--- config.mk ---
export PLATFORM = sky130hd
export DESIGN_NAME = keyscan_fifo_regs
export DESIGN_NICKNAME = d
export VERILOG_FILES = /design/src/rtl/ksf_pkg.sv /design/src/rtl/ksf_fifo.sv /design/src/rtl/ksf_regs.sv /design/src/rtl/keyscan_fifo_regs.sv
export SDC_FILE = /design/constraint.sdc
export NUM_CORES = 1
export LEC_CHECK = 0
export ABC_AREA = 0
export BUFFER_PORTS_ARGS = -buffer_cell sky130_fd_sc_hd__clkbuf_2
export CAP_MARGIN = 15
export CORE_MARGIN = 2
export CORE_UTILIZATION = 35
export CTS_BUF_LIST = sky130_fd_sc_hd__clkbuf_4 sky130_fd_sc_hd__clkbuf_8
export CTS_CLUSTER_DIAMETER = 200
export DETAILED_ROUTE_END_ITERATION = 8
export PLACE_DENSITY = 0.56
export SKIP_LAST_GASP = 1
export SLEW_MARGIN = 10
export SYNTH_ARGS = -nofsm -noshare
export SYNTH_HDL_FRONTEND = slang
export SYNTH_HIERARCHICAL = 1
export SYNTH_SLANG_ARGS = --single-unit
--- constraint.sdc ---
create_clock -name clk -period 5.9 [get_ports clk]
set_input_delay 1.18 -clock clk [delete_from_list [all_inputs] [get_ports clk]]
set_output_delay 1.18 -clock clk [all_outputs]
set_load 0.005 [all_outputs]
--- src/rtl/ksf_pkg.sv ---
package ksf_pkg;
    localparam int SLOTS    = 8;
    localparam int SLOT_W   = 8;
    localparam int SNAP_W   = SLOTS * SLOT_W;
    localparam int DEB_W    = 10;
    localparam int THR_W    = 4;
    localparam int INIT_W   = 20;
    localparam int RPT_W    = 32;
    localparam int CTRL_EN  = 0;
    localparam int CTRL_IEN = 3;
    localparam int CTRL_DEB = 4;
    localparam int CTRL_THR = 14;
    localparam int STAT_BIT = 2;
    localparam int CNT_LSB  = 4;

    localparam logic [7:0] OFS_CTRL  = 8'h00;
    localparam logic [7:0] OFS_STAT  = 8'h04;
    localparam logic [7:0] OFS_INIT  = 8'h28;
    localparam logic [7:0] OFS_RPT   = 8'h2C;
    localparam logic [7:0] OFS_ENTLO = 8'h30;
    localparam logic [7:0] OFS_ENTHI = 8'h34;
    localparam logic [7:0] OFS_WAKE0 = 8'h38;

    // Zero every slot whose used flag (bit 7) is clear.
    function automatic logic [SNAP_W-1:0] scrub(input logic [SNAP_W-1:0] s);
        logic [SNAP_W-1:0] r;
        r = '0;
        for (int k = 0; k < SLOTS; k++) begin
            if (s[k*SLOT_W + SLOT_W-1]) begin
                r[k*SLOT_W +: SLOT_W] = s[k*SLOT_W +: SLOT_W];
            end
        end
        return r;
    endfunction
endpackage

--- src/rtl/ksf_fifo.sv ---
module ksf_fifo #(
    parameter int DEPTH = 8,
    parameter int W     = 64,
    localparam int PTR_W = (DEPTH > 1) ? $clog2(DEPTH) : 1,
    localparam int CNT_W = $clog2(DEPTH + 1)
) (
    input  logic             clk,
    input  logic             rst_n,
    input  logic             push_i,
    input  logic [W-1:0]     data_i,
    input  logic             pop_i,
    output logic [W-1:0]     head_o,
    output logic [CNT_W-1:0] count_o
);
    typedef struct packed {
        logic [DEPTH-1:0][W-1:0] mem;
        logic [PTR_W-1:0]        wr;
        logic [PTR_W-1:0]        rd;
        logic [CNT_W-1:0]        cnt;
    } fifo_t;

    fifo_t st_d, st_q;
    logic  do_push, do_pop;

    function automatic logic [PTR_W-1:0] step(input logic [PTR_W-1:0] p);
        return (p == PTR_W'(DEPTH - 1)) ? '0 : p + 1'b1;
    endfunction

    always_comb begin
        st_d    = st_q;
        do_push = push_i && (st_q.cnt != CNT_W'(DEPTH));
        do_pop  = pop_i && (st_q.cnt != '0);
        if (do_push) begin
            st_d.mem[st_q.wr] = data_i;
            st_d.wr           = step(st_q.wr);
        end
        if (do_pop) begin
            st_d.rd = step(st_q.rd);
        end
        case ({do_push, do_pop})
            2'b10:   st_d.cnt = st_q.cnt + 1'b1;
            2'b01:   st_d.cnt = st_q.cnt - 1'b1;
            default: st_d.cnt = st_q.cnt;
        endcase
    end

    always_ff @(posedge clk or negedge rst_n) begin
        if (!rst_n) st_q <= '0;
        else        st_q <= st_d;
    end

    assign head_o  = st_q.mem[st_q.rd];
    assign count_o = st_q.cnt;

    p_count_bound_r6: assert property (@(posedge clk) disable iff (!rst_n)
        st_q.cnt <= CNT_W'(DEPTH));
    p_no_overflow_r6: assert property (@(posedge clk) disable iff (!rst_n)
        (push_i && !pop_i && st_q.cnt == CNT_W'(DEPTH))
        |=> (st_q.cnt == CNT_W'(DEPTH)) && $stable(st_q.mem));
    p_no_underflow_r7: assert property (@(posedge clk) disable iff (!rst_n)
        (pop_i && !push_i && st_q.cnt == '0) |=> st_q.cnt == '0);
endmodule

--- src/rtl/ksf_regs.sv ---
module ksf_regs import ksf_pkg::*; #(
    parameter int ROWS   = 16,
    parameter int COLS   = 8,
    parameter int ADDR_W = 8,
    parameter int CNT_W  = 4,
    localparam int ROW_W = (ROWS > 1) ? $clog2(ROWS) : 1
) (
    input  logic                 clk,
    input  logic                 rst_n,
    input  logic                 wr_i,
    input  logic [ADDR_W-1:0]    addr_i,
    input  logic [31:0]          wdata_i,
    input  logic [CNT_W-1:0]     fifo_cnt_i,
    output logic [31:0]          rdata_o,
    output logic                 en_o,
    output logic                 irq_o,
    output logic [DEB_W-1:0]     deb_o,
    output logic [INIT_W-1:0]    init_o,
    output logic [RPT_W-1:0]     rpt_o,
    output logic [ROWS*COLS-1:0] wake_o
);
    typedef struct packed {
        logic                       en;
        logic                       ien;
        logic [DEB_W-1:0]           deb;
        logic [THR_W-1:0]           thr;
        logic [INIT_W-1:0]          init;
        logic [RPT_W-1:0]           rpt;
        logic [ROWS-1:0][COLS-1:0]  wake;
        logic                       stat;
        logic [THR_W-1:0]           prev_cnt;
    } regs_t;

    regs_t             rg_d, rg_q;
    logic [THR_W-1:0]  cnt4;
    logic              set_evt;
    logic              clr_req;
    logic [ADDR_W-1:0] woff;
    logic              wake_hit;
    logic [ROW_W-1:0]  wake_idx;

    assign cnt4     = THR_W'(fifo_cnt_i);
    assign woff     = addr_i - ADDR_W'(OFS_WAKE0);
    assign wake_hit = (addr_i >= ADDR_W'(OFS_WAKE0)) && (woff[1:0] == 2'b00)
                      && ((woff >> 2) < ADDR_W'(ROWS));
    assign wake_idx = woff[2 +: ROW_W];
    assign set_evt  = (rg_q.thr != '0) && (cnt4 >= rg_q.thr) && (rg_q.prev_cnt < rg_q.thr);
    assign clr_req  = wr_i && (addr_i == ADDR_W'(OFS_STAT)) && wdata_i[STAT_BIT];

    always_comb begin
        rg_d          = rg_q;
        rg_d.prev_cnt = cnt4;
        if (wr_i) begin
            if (addr_i == ADDR_W'(OFS_CTRL)) begin
                rg_d.en  = wdata_i[CTRL_EN];
                rg_d.ien = wdata_i[CTRL_IEN];
                rg_d.deb = wdata_i[CTRL_DEB +: DEB_W];
                rg_d.thr = wdata_i[CTRL_THR +: THR_W];
            end else if (addr_i == ADDR_W'(OFS_INIT)) begin
                rg_d.init = wdata_i[INIT_W-1:0];
            end else if (addr_i == ADDR_W'(OFS_RPT)) begin
                rg_d.rpt = wdata_i[RPT_W-1:0];
            end else if (wake_hit) begin
                rg_d.wake[wake_idx] = wdata_i[COLS-1:0];
            end
        end
        if (clr_req) rg_d.stat = 1'b0;
        if (set_evt) rg_d.stat = 1'b1;
    end

    always_ff @(posedge clk or negedge rst_n) begin
        if (!rst_n) rg_q <= '0;
        else        rg_q <= rg_d;
    end

    always_comb begin
        rdata_o = '0;
        if (addr_i == ADDR_W'(OFS_CTRL)) begin
            rdata_o[CTRL_EN]             = rg_q.en;
            rdata_o[CTRL_IEN]            = rg_q.ien;
            rdata_o[CTRL_DEB +: DEB_W]   = rg_q.deb;
            rdata_o[CTRL_THR +: THR_W]   = rg_q.thr;
        end else if (addr_i == ADDR_W'(OFS_STAT)) begin
            rdata_o[STAT_BIT]            = rg_q.stat;
            rdata_o[CNT_LSB +: THR_W]    = cnt4;
        end else if (addr_i == ADDR_W'(OFS_INIT)) begin
            rdata_o[INIT_W-1:0]          = rg_q.init;
        end else if (addr_i == ADDR_W'(OFS_RPT)) begin
            rdata_o[RPT_W-1:0]           = rg_q.rpt;
        end else if (wake_hit) begin
            rdata_o[COLS-1:0]            = rg_q.wake[wake_idx];
        end
    end

    assign en_o   = rg_q.en;
    assign deb_o  = rg_q.deb;
    assign init_o = rg_q.init;
    assign rpt_o  = rg_q.rpt;
    assign irq_o  = rg_q.ien && (rg_q.thr != '0) && (cnt4 >= rg_q.thr);

    for (genvar r = 0; r < ROWS; r++) begin : g_wake
        assign wake_o[r*COLS +: COLS] = rg_q.wake[r];
    end

    p_w1c_clears_r9: assert property (@(posedge clk) disable iff (!rst_n)
        (clr_req && !set_evt) |=> !rg_q.stat);
    p_stat_sticky_r9: assert property (@(posedge clk) disable iff (!rst_n)
        (rg_q.stat && !clr_req) |=> rg_q.stat);
endmodule

--- src/rtl/keyscan_fifo_regs.sv ---
module keyscan_fifo_regs import ksf_pkg::*; #(
    parameter int DEPTH  = 8,
    parameter int ROWS   = 16,
    parameter int COLS   = 8,
    parameter int ADDR_W = 8
) (
    input  logic                 clk,
    input  logic                 rst_n,
    input  logic                 snap_valid_i,
    input  logic [SNAP_W-1:0]    snap_keys_i,
    input  logic                 bus_wr_i,
    input  logic                 bus_rd_i,
    input  logic [ADDR_W-1:0]    bus_addr_i,
    input  logic [31:0]          bus_wdata_i,
    output logic [31:0]          bus_rdata_o,
    output logic                 irq_o,
    output logic                 scan_en_o,
    output logic [DEB_W-1:0]     debounce_o,
    output logic [INIT_W-1:0]    init_dly_o,
    output logic [RPT_W-1:0]     rpt_dly_o,
    output logic [ROWS*COLS-1:0] wake_mask_o
);
    localparam int CNT_W = $clog2(DEPTH + 1);

    typedef struct packed {
        logic lo_seen;
    } seq_t;

    seq_t              sq_d, sq_q;
    logic              rd_lo, rd_hi, push, pop;
    logic [SNAP_W-1:0] head, shown;
    logic [CNT_W-1:0]  fifo_cnt;
    logic [31:0]       reg_rdata;

    assign rd_lo = bus_rd_i && (bus_addr_i == ADDR_W'(OFS_ENTLO));
    assign rd_hi = bus_rd_i && (bus_addr_i == ADDR_W'(OFS_ENTHI));
    assign push  = snap_valid_i && scan_en_o;
    assign pop   = rd_hi && sq_q.lo_seen;

    always_comb begin
        sq_d = sq_q;
        if (rd_lo)      sq_d.lo_seen = 1'b1;
        else if (rd_hi) sq_d.lo_seen = 1'b0;
    end

    always_ff @(posedge clk or negedge rst_n) begin
        if (!rst_n) sq_q <= '0;
        else        sq_q <= sq_d;
    end

    ksf_fifo #(.DEPTH(DEPTH), .W(SNAP_W)) u_fifo (
        .clk     (clk),
        .rst_n   (rst_n),
        .push_i  (push),
        .data_i  (snap_keys_i),
        .pop_i   (pop),
        .head_o  (head),
        .count_o (fifo_cnt)
    );

    ksf_regs #(.ROWS(ROWS), .COLS(COLS), .ADDR_W(ADDR_W), .CNT_W(CNT_W)) u_regs (
        .clk        (clk),
        .rst_n      (rst_n),
        .wr_i       (bus_wr_i),
        .addr_i     (bus_addr_i),
        .wdata_i    (bus_wdata_i),
        .fifo_cnt_i (fifo_cnt),
        .rdata_o    (reg_rdata),
        .en_o       (scan_en_o),
        .irq_o      (irq_o),
        .deb_o      (debounce_o),
        .init_o     (init_dly_o),
        .rpt_o      (rpt_dly_o),
        .wake_o     (wake_mask_o)
    );

    assign shown = (fifo_cnt == '0) ? '0 : scrub(head);

    always_comb begin
        if (bus_addr_i == ADDR_W'(OFS_ENTLO))      bus_rdata_o = shown[31:0];
        else if (bus_addr_i == ADDR_W'(OFS_ENTHI)) bus_rdata_o = shown[63:32];
        else                                       bus_rdata_o = reg_rdata;
    end

    p_irq_nonempty_r8: assert property (@(posedge clk) disable iff (!rst_n)
        irq_o |-> (fifo_cnt != '0));
    p_lone_hi_keeps_r5: assert property (@(posedge clk) disable iff (!rst_n)
        (rd_hi && !sq_q.lo_seen && !push) |=> fifo_cnt == $past(fifo_cnt));
    p_no_capture_off_r3: assert property (@(posedge clk) disable iff (!rst_n)
        (!scan_en_o && !bus_rd_i) |=> fifo_cnt == $past(fifo_cnt));
endmodule

After elaboration in Yosys (flattened, before gate mapping)
Index checks and enable logic that the tools add are counted.
- register bits after elaboration: 724
- bits of input ports: 109
- output and inout bits: 224
- word-level logic and storage cells: 133
- $add $sub $neg: 5
- magnitude comparators: 9
- equal/unequal tests: 10
- multiplexer cells: 42
- bitwise logic cells: 3
- reductions and logical operators: 28
- operator list (operator ; count):
    $bwmux 512 ; 1
    $bmux 64 s3 ; 1
    $demux 64 s3 ; 1
    $mux 64 ; 3
    $bwmux 128 ; 1
    $mux 8 ; 12
    $mux 32 ; 2
    $mux 24 ; 2
    $bmux 8 s4 ; 1
    $demux 8 s4 ; 1
    $eq 8x6->1 const B ; 4
    $mux 20 ; 1
    $logic_and 1x1->1 ; 16
    $mux 15 ; 1
    $mux 14 ; 1
    $mux 12 ; 1
    $eq 8x3->1 const B ; 1
    $ge 8x6->1 const B ; 1
    $logic_not 8->1 ; 1
    $lt 3x4->1 const B ; 2
    $pmux 4 s2 ; 1
    $reduce_bool 4->1 ; 2
    $sub 8x6->8 const B ; 1
    $mux 1 ; 7
    other kinds (24) ; 32

Longest topological paths before layout
- word-level depth: 11
- mapped depth: 13
- depth with buffers taken out: 11

Modules after synthesis
Netlist, hierarchy kept.
- by module, submodules not included (module ; times used ; cells an instance ; area an instance (µm²) ; sequential area each (µm²)):
    ksf_fifo ; 1 ; 1373 ; 24125.6 ; 13062.5
    ksf_regs ; 1 ; 861 ; 10890.4 ; 5029.8
    keyscan_fifo_regs ; 1 ; 94 ; 817.0 ; 25.0

Worst setup path after synthesis
OpenSTA, ideal clock, no wires.
- path type: input to output
- start point: input bus_addr_i[2]
- end point: output bus_rdata_o[18]
- arrival time: 2.983 ns
- data required time: 4.720 ns
- slack: 1.737 ns
- cell stages on the path: 9
- buffers on the path: 5
- path through: buf_2 buf_2 buf_2 buf_2 buf_4 mux2i_1 nor2_1 and2_1 a221o_2
- word-level cells in the longest chain between the ends: 7
- elaborated cells between the ends (all ways): 12
- classes of those cells: eq/ne: 5; mux: 6; reduce/logical: 1
- RTL lines (item ; line ; text):
    start: declaration ; keyscan_fifo_regs.sv:13 ; input logic [ADDR_W-1:0] bus_addr_i,
    $eq 8x6->1 ; ksf_regs.sv:88 ; end else if (addr_i == ADDR_W'(OFS_RPT)) begin
    $mux 24 ; ksf_regs.sv:88 ;
    $mux 20 ; ksf_regs.sv:86 ; end else if (addr_i == ADDR_W'(OFS_INIT)) begin
    $mux 24 ; ksf_regs.sv:83 ; end else if (addr_i == ADDR_W'(OFS_STAT)) begin
    $mux 14 (*) ; ksf_regs.sv:78 ; if (addr_i == ADDR_W'(OFS_CTRL)) begin
    named net reg_rdata[18] ; keyscan_fifo_regs.sv:33 ; logic [31:0] reg_rdata;
    $mux 32 (*) ; keyscan_fifo_regs.sv:81 ; else if (bus_addr_i == ADDR_W'(OFS_ENTHI)) bus_rdata_o = shown[63:32];
    $mux 32 (*) ; keyscan_fifo_regs.sv:80 ; if (bus_addr_i == ADDR_W'(OFS_ENTLO)) bus_rdata_o = shown[31:0];
    end: declaration ; keyscan_fifo_regs.sv:15 ; output logic [31:0] bus_rdata_o,
The timed path passes the listed nets; every way through them passes the cells marked *.

Worst setup path in the final report
- start point: input bus_addr_i[3]
- end point: output bus_rdata_o[6]
- word-level cells in the longest chain between the ends: 10
- elaborated cells between the ends (all ways): 20
- classes of those cells: add/sub: 1; order compare: 2; eq/ne: 5; mux: 9; reduce/logical: 3
- RTL lines (item ; line ; text):
    $sub 8x6->8 / $ge 8x6->1 (equally long branches) ; ksf_regs.sv:43, ksf_regs.sv:44 ;
    $lt 6x5->1, or another cell as far along ; ksf_regs.sv:45 ; && ((woff >> 2) < ADDR_W'(ROWS));
    $logic_and 1x1->1 / $mux 8 (equally long branches) ; ksf_regs.sv:45, ksf_regs.sv:91 ;
    $mux 8 ; ksf_regs.sv:90 ; end else if (wake_hit) begin
    $mux 8 ; ksf_regs.sv:88 ;
    $mux 20 ; ksf_regs.sv:86 ;
    $mux 4 ; ksf_regs.sv:83 ;
    $mux 15 (*) ; ksf_regs.sv:78 ;
    named net reg_rdata[6] ; keyscan_fifo_regs.sv:33 ;
    $mux 32 (*) ; keyscan_fifo_regs.sv:81 ;
    $mux 32 (*) ; keyscan_fifo_regs.sv:80 ;
The timed path passes the listed nets; every way through them passes the cells marked *. The select of a mux whose other input is x is not followed.

==> results.json <==
{
  "min_period_ns": 5.26,
  "numPortBuffers": 332,
  "worstSetupPathType": "in2out",
  "drtAntennaViolNets": 0,
  "clock_latency_ns": 0.79,
  "clock_path_buffers": 3,
  "grt_max_degree": 153,
  "syn_area_per_cell_um2": 15.4,
  "hpwl_um": 73700,
  "drc": 0,
  "overflow": 0,
  "drt-vias-per-instance": 5.25,
  "cp_top_family": "compound AO/OA/AOI/OAI gates",
  "cp-start-kind": "input pin",
  "critical-path-slowest-cell": "clkbuf_2",
  "stdcell_area_um2": 39600,
  "ys.flop_type": "dfrtp_1",
  "fin_skew_ns": 0.0257,
  "synth.area.top_cells": "dfrtp_1, mux2_2, mux4_2",
  "hold_path_class": "in2async",
  "die-height_um": 324,
  "worst-path-buf-inv": 2,
  "core_um2": 102000,
  "num_rows": 117,
  "drv_slew": 0,
  "p_per_area_nw_per_um2": 294,
  "maxCapViolations": 0,
  "detail_route.wirelength_um": 106000,
  "postCtsSetupBuffers": 0,
  "area_delta_synth_final_pct": 10.6,
  "outcome": "finished clean",
  "max_slew_margin": 0.234,
  "async_reset_ff_frac": 1.00,
  "setup_viol": 0,
  "first_pass_iters": 5,
  "cts_hold_buffers": 0,
  "place_inst": 3745,
  "grt_pass1_wl_um": 155000,
  "grt_usage": 0.202,
  "place_congestion": 0.860,
  "arrival_ns": 4.08,
  "ys_warn_count": 6,
  "hold_viol_final": 0,
  "ioPinCount": 333,
  "vias": 20800,
  "drt_iter0_markers": 1223,
  "synth_edf_count": 0,
  "wl_per_cell_um": 26.7,
  "rsz0062_at_grt": "false",
  "vdd_drop_max_mv": 0.178,
  "worstPathRequired_ns": 4.72,
  "dieArea_um2": 105000,
  "fin_setup_tns_ns": 0,
  "worst_pin_slew_ns": 1.14,
  "syn_inst": 2328,
  "worst_hold_slack_ns": 0.403,
  "fin_nets": 2634,
  "critPathMaxFanout": 19,
  "cts_resized": 0,
  "yosys.area.top_type_share": 0.506,
  "min_period_over_period": 0.892,
  "p_leak_nw": 19.7,
  "path_clk_slew_ns": 0.05,
  "antenna_found_initial": 25,
  "critPathMaxStageDelay_ns": 0.46,
  "ctsHtreeMaxLevel": 4,
  "syn_nets": 2452,
  "tritoncts": "yes",
  "syn_area_um2": 35800,
  "ys_ff_latch": 724,
  "die_w_um": 324,
  "synth_top_cell_by_area": "dfrtp_1",
  "start_util": 0.353,
  "fmax_mhz": 190,
  "root_buffer": "clkbuf_8",
  "final_cells": 3968,
  "drive_gt1_frac": 0.593,
  "cts_made_buffers": 131,
  "p_total_mw": 11.6,
  "yosysSeqAreaShare": 0.506,
  "grt_pass1_vias": 22500,
  "cp-end-kind": "output port",
  "cp_cell_sequence": "clkbuf_2, ha_1, xor2_1, a32o_1, nand2_1, o31a_1, a21oi_1, mux2i_1, o2bb2ai_1, clkbuf_2",
  "cp_common_cell": "clkbuf_2",
  "post_dp_cell_area_um2": 37000,
  "clock_sinks": 724,
  "synth_cell_types": 70
}
==> per-stage QoR <==
step                utilization  setup WS [ns]
finish                    0.390          0.637
global placement          0.364          0.681
floorplan                     -           1.74
CTS                       0.390          0.633
global route              0.390          0.386
detailed placement        0.364          0.638
==> cell families after synthesis <==
kind of cell | after synthesis | synth area share
simple gates | 157 | 0.0302
buf+inv | 349 | 0.0768
xor+xnor | 6 | 0.00168
compound gates | 95 | 0.0200
flops | 724 | 0.506
fa+ha+maj | 15 | 0.00524
mux | 982 | 0.360
==> final timing paths <==
| path | from | end | slack (ns) | depth (start not counted) |
|---|---|---|---|---|
| max in group asynchronous | rst_n | u_regs/wake_o[36] | 4.05 | 2 |
| worst max register to register | u_fifo/count_o[2] | u_fifo/st_q[72] | 2.25 | 5 |
| worst max-delay path | bus_addr_i[3] | bus_rdata_o[6] | 0.64 | 10 |
| worst min register to register | u_fifo/st_q[73] | u_fifo/st_q[73] | 0.49 | 1 |
| worst min-delay path | rst_n | u_regs/rpt_o[26] | 0.40 | 1 |
| min in group clk | u_fifo/st_q[73] | u_fifo/st_q[73] | 0.49 | 1 |
==> cells in the mapped netlist (all sizes together), types with 3 or more instances <==
master     n
o21bai     3
a221o      9
a21o       4
nor4b      5
a22oi      3
o2bb2ai   21
inv       10
o221ai     5
o21ai     15
nand3b     3
clkbuf    43
xnor2      3
nand4b     5
or2        4
a32o       3
nand3     14
dfrtp    724
and3      12
ha        15
xor2       3
buf      296
nand4      7
nand2b     3
nor3       6
mux2     778
nor2b     13
o22ai      8
a21oi      6
o31ai      3
nand2     35
mux2i     44
and2      14
mux4     160
a31oi      7
nor2      24
==> sequential cells by signal, summed over array words and instances, names as in the netlist <==
name and flops:
u_regs/deb_o 10, u_fifo/st_q 518, u_fifo/count_o 4, u_regs/en_o 1, sq_q 1, u_regs/rpt_o 32, u_regs/wake_o 128, u_regs/init_o 20
u_regs/rg_q 10
==> worst register-to-register path: cells and delay by family, from the launching register on <==
| kind | cells | cell delay [ns] |
|---|---|---|
| DFF | 1 | 0.56 |
| and+or+nand+nor | 2 | 1.20 |
| muxes | 1 | 0.48 |
| buffers and inverters | 2 | 1.28 |
==> area by class of cell <==
cell class	count	area, um2
multi-input cells	1255	15000
fillers	9580	62000
inverters	10	37.5
repair buffers	388	2140
well taps	1368	1710
diodes	6	15.0
clock inverters	20	193
flip-flops and latches	724	18100
clock buffers	197	2420
==> per-layer routing <==
metal / GRT usage / up-vias / routed length [um]
li1: - / 8847 / -
met1: 0.255 / 11100 / 44000
met2: 0.318 / 695 / 49400
met3: 0.0804 / 171 / 9940
met4: 0.0606 / 28 / 2500
met5: 0 / - / 174
==> power by group <==
part	total, mW	switching, mW	internal (mW)
Sequential	5.52	0.243	5.28
Clock	4.79	2.12	2.67
Combinational	1.34	0.653	0.688
Total	11.6	3.01	8.63
==> cell usage in the layout, fill, tap and decap left out, types with 6 or more instances in the layout <==
| cell | Yosys | layout |
|---|---|---|
| dfrtp_1 | 724 | 721 |
| mux2_2 | 696 | 696 |
| clkbuf_2 | 0 | 330 |
| mux4_2 | 160 | 160 |
| clkbuf_8 | 0 | 151 |
| buf_4 | 198 | 53 |
| mux2_1 | 52 | 52 |
| clkbuf_4 | 0 | 46 |
| mux2i_1 | 44 | 44 |
| nand2_1 | 32 | 32 |
| mux2_4 | 30 | 30 |
| o2bb2ai_1 | 21 | 21 |
| nor2_1 | 18 | 18 |
| o21ai_0 | 15 | 15 |
| ha_1 | 15 | 15 |
| nor2b_1 | 13 | 13 |
| and3_1 | 12 | 12 |
| and2_1 | 10 | 10 |
| inv_1 | 10 | 10 |
| nand3_1 | 12 | 10 |
| o22ai_1 | 8 | 8 |
| a31oi_1 | 7 | 7 |
| diode_2 | 0 | 6 |
| a21oi_1 | 6 | 6 |
| a221o_1 | 6 | 6 |
| clkinv_2 | 0 | 6 |
| nor2_2 | 6 | 6 |
(Power assumes the default switching activity.)
